[src/rtl/olg_pkg.sv]
package olg_pkg;

  // One ramp step toward 0 (down=1) or toward top (down=0), saturating.
  function automatic int unsigned next_gain(int unsigned cur, logic down, int unsigned top);
    if (down) return (cur == 0) ? 0 : cur - 1;
    else      return (cur >= top) ? top : cur + 1;
  endfunction

endpackage

[src/rtl/olg_clk_watch.sv]
module olg_clk_watch #(
  parameter int STOP_CYC = 256
) (
  input  logic clk,
  input  logic rst_n,
  input  logic oclk,
  output logic stopped
);
  localparam int CW = $clog2(STOP_CYC + 1);

  logic [2:0]    sync_q;
  logic [CW-1:0] idle_q;
  logic          edge_w;

  assign edge_w  = sync_q[1] & ~sync_q[2];
  assign stopped = (idle_q == CW'(STOP_CYC));

  always_ff @(posedge clk) begin
    if (!rst_n) begin
      sync_q <= '0;
      idle_q <= '0;
    end else begin
      sync_q <= {sync_q[1:0], oclk};
      if (edge_w)        idle_q <= '0;
      else if (!stopped) idle_q <= idle_q + 1'b1;
    end
  end
endmodule

[src/rtl/olg_qualify.sv]
module olg_qualify #(
  parameter int QUAL_STB = 8
) (
  input  logic clk,
  input  logic rst_n,
  input  logic hold,
  input  logic stb,
  output logic ready
);
  localparam int QW = $clog2(QUAL_STB + 1);

  logic [QW-1:0] cnt_q;

  assign ready = (cnt_q == QW'(QUAL_STB));

  always_ff @(posedge clk) begin
    if (!rst_n || hold)     cnt_q <= '0;
    else if (stb && !ready) cnt_q <= cnt_q + 1'b1;
  end
endmodule

[src/rtl/olg_gain.sv]
module olg_gain #(
  parameter int SMP_W     = 24,
  parameter int RAMP_LOG2 = 10
) (
  input  logic             clk,
  input  logic             rst_n,
  input  logic             hold,
  input  logic             adv,
  input  logic             mute,
  input  logic [SMP_W-1:0] din,
  output logic [SMP_W-1:0] dout,
  output logic [RAMP_LOG2:0] gain
);
  localparam int GW    = RAMP_LOG2 + 1;
  localparam int UNITY = 1 << RAMP_LOG2;

  function automatic logic [SMP_W-1:0] scale(logic [SMP_W-1:0] x, logic [GW-1:0] g);
    logic signed [SMP_W+GW:0] p;
    p = $signed(x) * $signed({1'b0, g});
    return SMP_W'(p >>> RAMP_LOG2);
  endfunction

  logic [GW-1:0] gain_q;

  assign gain = gain_q;
  assign dout = scale(din, gain_q);

  always_ff @(posedge clk) begin
    if (!rst_n || hold) gain_q <= '0;
    else if (adv)       gain_q <= GW'(olg_pkg::next_gain(32'(gain_q), mute, UNITY));
  end
endmodule

[src/rtl/outlock_guard.sv]
module outlock_guard #(
  parameter int SMP_W     = 24,
  parameter int RAMP_LOG2 = 10,
  parameter int QUAL_STB  = 8,
  parameter int STOP_CYC  = 256
) (
  input  logic             clk,
  input  logic             pwr_up,
  input  logic             lock_in,
  input  logic             oclk,
  input  logic             mute_req,
  input  logic [SMP_W-1:0] smp_in,
  input  logic             smp_stb,
  output logic [SMP_W-1:0] smp_out,
  output logic             smp_vld,
  output logic             unlock_o
);
  // Named internal events, observed by the bound checker.
  logic             stop_w;
  logic             hold_w;
  logic             ready_w;
  logic             pass_w;
  logic [SMP_W-1:0] scaled_w;
  logic [RAMP_LOG2:0] gain_w;

  assign hold_w   = !lock_in || stop_w;
  assign pass_w   = ready_w && !hold_w;
  assign unlock_o = !pwr_up || !lock_in;

  olg_clk_watch #(.STOP_CYC(STOP_CYC)) u_watch (
    .clk(clk), .rst_n(pwr_up), .oclk(oclk), .stopped(stop_w)
  );

  olg_qualify #(.QUAL_STB(QUAL_STB)) u_qual (
    .clk(clk), .rst_n(pwr_up), .hold(hold_w), .stb(smp_stb), .ready(ready_w)
  );

  olg_gain #(.SMP_W(SMP_W), .RAMP_LOG2(RAMP_LOG2)) u_gain (
    .clk(clk), .rst_n(pwr_up), .hold(hold_w), .adv(smp_stb && pass_w),
    .mute(mute_req), .din(smp_in), .dout(scaled_w), .gain(gain_w)
  );

  always_ff @(posedge clk) begin
    if (!pwr_up) begin
      smp_out <= '0;
      smp_vld <= 1'b0;
    end else begin
      smp_vld <= smp_stb;
      if (smp_stb) smp_out <= pass_w ? scaled_w : '0;
    end
  end
endmodule

[config.mk]
export PLATFORM = sky130hd
export DESIGN_NAME = outlock_guard
export DESIGN_NICKNAME = d
export VERILOG_FILES = /design/src/rtl/olg_pkg.sv /design/src/rtl/olg_clk_watch.sv /design/src/rtl/olg_qualify.sv /design/src/rtl/olg_gain.sv /design/src/rtl/outlock_guard.sv
export SDC_FILE = /design/constraint.sdc
export NUM_CORES = 1
export LEC_CHECK = 0
export ABC_CLOCK_PERIOD_IN_PS = 10500
export CORE_ASPECT_RATIO = 0.7
export CORE_UTILIZATION = 35
export DETAILED_ROUTE_END_ITERATION = 12
export HOLD_SLACK_MARGIN = 0.12
export PLACE_DENSITY_LB_ADDON = 0.08
export SLEW_MARGIN = 10
export SYNTH_ARGS = -nofsm -noshare
export SYNTH_HDL_FRONTEND = slang
export SYNTH_SLANG_ARGS = --single-unit
[constraint.sdc]
create_clock -name clk -period 10.5 [get_ports clk]
set_input_delay 2.625 -clock clk [delete_from_list [all_inputs] [get_ports clk]]
set_output_delay 2.625 -clock clk [all_outputs]
set_load 0.005 [all_outputs]
==> results.md <==
* Status: finished, final reports clean
* PostCTS Resize Cnt at 0
* Post-synthesis simple-gate area fraction at 18.2%
* Placed cell areas at around 12000 um2
* Ys async rst share at 0%
* Finish-stage setup viols at 0
* Reg2reg start: u_gain.gain[7]$_SDFFE_PP0P_
* Placement Rows at between 50 and 60
* Worst Skew at roughly 0.0033 ns
* IO Port Bufs at 55
* Combinational share of power at between 10% and 20%
* Clock Sinks at 52
* Finished Cell Area at 12100 um2
* P&R area growth vs syn at 9.49%
* Lkg Pwr at around 5.9 nW
* CTS H-Tree Depth at 2
* Reg2reg setup slack at 4.59 ns
* Most common flop cell mapped by yosys: dfxtp_1
* Crit path max fanout at 11
* Post-Syn Instances at 1315
* Synth Area in Adders at between 40% and 50%
* Pre-CTS WS at roughly 2.0 ns
* Die ar. at between 30000 and 40000 um2
* Worst-margin pin slew at slightly above 0.7 ns
* CTS Hold Bufs at 0
* Hold Violations, Final at 0
* Net switching power at 105 uW
* DR iter-0 viols at roughly 420
* Clock-pin slew on the worst setup and hold paths at around 0.070 ns
* Flops & latches, synth at 52
* Inserted Clock Buffers at 5
* Hold Path Depth at 2
* Via count at approximately 8400
* Postcts setup bufs at 0
* Max frequency at ~120 MHz
* Gr ovfl total at 0
* Data arrival time of the worst path at around 8.3 ns
* DRT Pass-1 Iters at 5
* Worst R2R Path Depth at 18
* Crit Path Class: input port to register
* Post-synthesis net count at between 1500 and 2000
* Hold Path Sink: u_watch.sync_q[2]$_SDFF_PN0_
* Setup tns final at 0 ns
* Core box area at roughly 31000 um2
* Flop pwr share at 48.5%
* Die W at approximately 210 um
* Sequential area share after synthesis at approximately a tenth
* Routed Wire Length at 29100 um
* Post-synth EDFFs at 0
* CP required at about 11 ns
* Synthesized area at ~11000 um2
* Share of cells above drive strength 1 at 2.04%
* First-pass GRT wire length at around 49000 um
* CP Capture Type: register
* Mean Syn Cell Area at 8.43 um2
* Most common cell after layout, fill and taps aside: inv_1
* Final GP Congestion at about 0.79
* Yosys warns at 0
* Top delay family on crit path: adder cells
* WP buf/inv at 4
* PwrDens at 34.0 nW/um2
* Final Critical Period at 8.19 ns
* Synth Area in Compound Gates at under 10%
* Clock Latency Late Sink at between 0.2 and 0.3 ns
* Antenna-violating nets left at 0
* Slew Limit Fails at 0
* Antenna violations before repair at 1
* Max-Cap Viols at 0
* Most frequent cell on the critical path: fa_1
* Post-DP HPWL at approximately 23000 um
* Most frequent cells in the layout: 288 x inv_1, 229 x nand2_1, 224 x fa_1
* Starting density of the core at 35.6%
* Mux cell area share after synthesis at less than 1%
* Dominant cells by area after synthesis: fa_1 40%, inv_1 9.8%, dfxtp_1 9.4%, ha_1 8.5%, nand2_1 7.8%
* Worst Hold Class: register to register
* I/O pins at between 50 and 60
* Antenna cells at 0
* CP startpoint kind: input port
* Worst stage delay on the critical path at roughly 0.76 ns
* Largest net degree at the start of global routing at 35
* Switching share of power at 25.4%
* Xor/xnor share of the synthesized area at under 10%
* Slew margin rel. at about half
* RSZ-0062 raised after global routing: no
* Cell-internal power at between 300 and 400 uW
* Reg2reg end: smp_out[11]$_SDFFE_PN0P_
* Unique masters post-synth at 60
* GRT Util Overall at between 10% and 20%
* Drt wl/cell at 16.7 um
* Vias in the first global route at a little under 9000
* Hold path startpoint: u_watch.sync_q[1]$_SDFF_PN0_
* Largest area contributor in the netlist: fa_1
* Die height at around 150 um
* # DRC at 0
* Largest family of logic cells by synthesized area: adder cells
* Peak supply drop at 0.0545 mV
* Max stage delay cell, worst path: clkdlybuf4s50_1
* Layout net count at between 1500 and 2000
* Cell chain of the critical path: clkdlybuf4s50_1, nand2_1, fa_1, fa_1, fa_1, inv_1, fa_1, inv_1, fa_1, inv_1, ha_1, a21oi_1, o211ai_1, a22oi_1, o211ai_2, o41ai_1, xor2_1, o21ai_0
* Vias per cell at ~4.8
* CTS root buf: clkbuf_16
* Worst setup margin at around 2.3 ns
* Clk buf depth at 2
* Tcrit/Tclk final at 78.0%
* CTS tree: yes
* Top-area cell type share of the netlist area at roughly two fifths
* Clk pwr share at around two fifths
## how the worst max path moves through the flow
stage	slack (ns)	endpoint	depth (start not counted)	startpoint
final	2.31	smp_out[18]$_SDFFE_PN0P_	18	smp_in[7]
after global routing	1.89	smp_out[18]$_SDFFE_PN0P_	18	smp_in[7]
after CTS	2.31	smp_out[23]$_SDFFE_PN0P_	19	smp_in[5]
after detailed placement	2.02	smp_out[23]$_SDFFE_PN0P_	19	smp_in[5]
after global placement	2.11	smp_out[11]$_SDFFE_PN0P_	18	smp_in[11]
after floorplan	2.89	smp_out[11]$_SDFFE_PN0P_	18	smp_in[9]
## cell usage after synthesis (8+ instances only)
cell	instances
xnor2_1	23
nor2_1	42
nor3_1	11
clkbuf_1	60
nand3_1	16
dfxtp_1	52
a21oi_1	33
nand2_1	229
or3_1	8
and2_1	82
nand2b_1	8
fa_1	224
xor2_1	17
ha_1	75
nand4_1	11
inv_1	288
o21ai_0	34
## power by group through the flow
| stage | sequential, mW | combinational [mW] | clock, mW |
|---|---|---|---|
| floorplan | 0.205 | 0.0195 | 0 |
| global placement | 0.205 | 0.0416 | 0 |
| global route | 0.201 | 0.0459 | 0.184 |
| CTS | 0.200 | 0.0422 | 0.177 |
| detailed placement | 0.205 | 0.0421 | 0 |
| finish | 0.200 | 0.0416 | 0.171 |
## metrics by stage
step	total power [mW]	hold WS [ns]	util, %	instances
6_report	0.413	0.433	39.0	1741
2_1_floorplan	0.224	0.410	-	1315
3_5_place_dp	0.247	0.420	38.5	1733
3_3_place_gp	0.246	0.422	38.5	1733
4_1_cts	0.420	0.437	39.0	1741
5_1_grt	0.430	0.467	39.0	1741
## layer usage
| layer | up-vias | track usage, % | part of all wire [%] |
|---|---|---|---|
| li1 | 3975 | - | - |
| met5 | - | 0 | 0 |
| met4 | 0 | 1.96 | 0.66 |
| met3 | 15 | 1.16 | 3.1 |
| met1 | 4236 | 29.1 | 53 |
| met2 | 161 | 30.4 | 44 |
## kinds of logic (layout without fill, tap and decap cells)
group / after synthesis / after routing
adders and majority gates: 299 / 299
DFF: 52 / 52
AOI/OAI and AO/OA: 131 / 131
muxes: 3 / 3
and+or+nand+nor: 433 / 433
xor gates and xnor gates: 40 / 40
buffers and inverters: 357 / 363
## cell type report
type	instances	area [um2]
repair buffers	67	641
flip-flops and latches	52	1040
multi-input cells	906	8700
clock inverters	1	7.51
well taps	420	526
inverters	288	1080
fillers	3212	19000
clock buffers	7	143
## worst min-delay path, stage by stage (launching register included)
cell and delay [ns]:
dfxtp_1 0.30, inv_1 0.06, nor2_1 0.04
## state kept, by name, summed over array words and instances, names as in the netlist
| name | flops |
|---|---|
| u_watch.idle_q | 9 |
| smp_vld | 1 |
| smp_out | 24 |
| u_qual.cnt_q | 4 |
| u_gain.gain | 11 |
| u_watch.sync_q | 3 |
(Power assumes the default switching activity.)
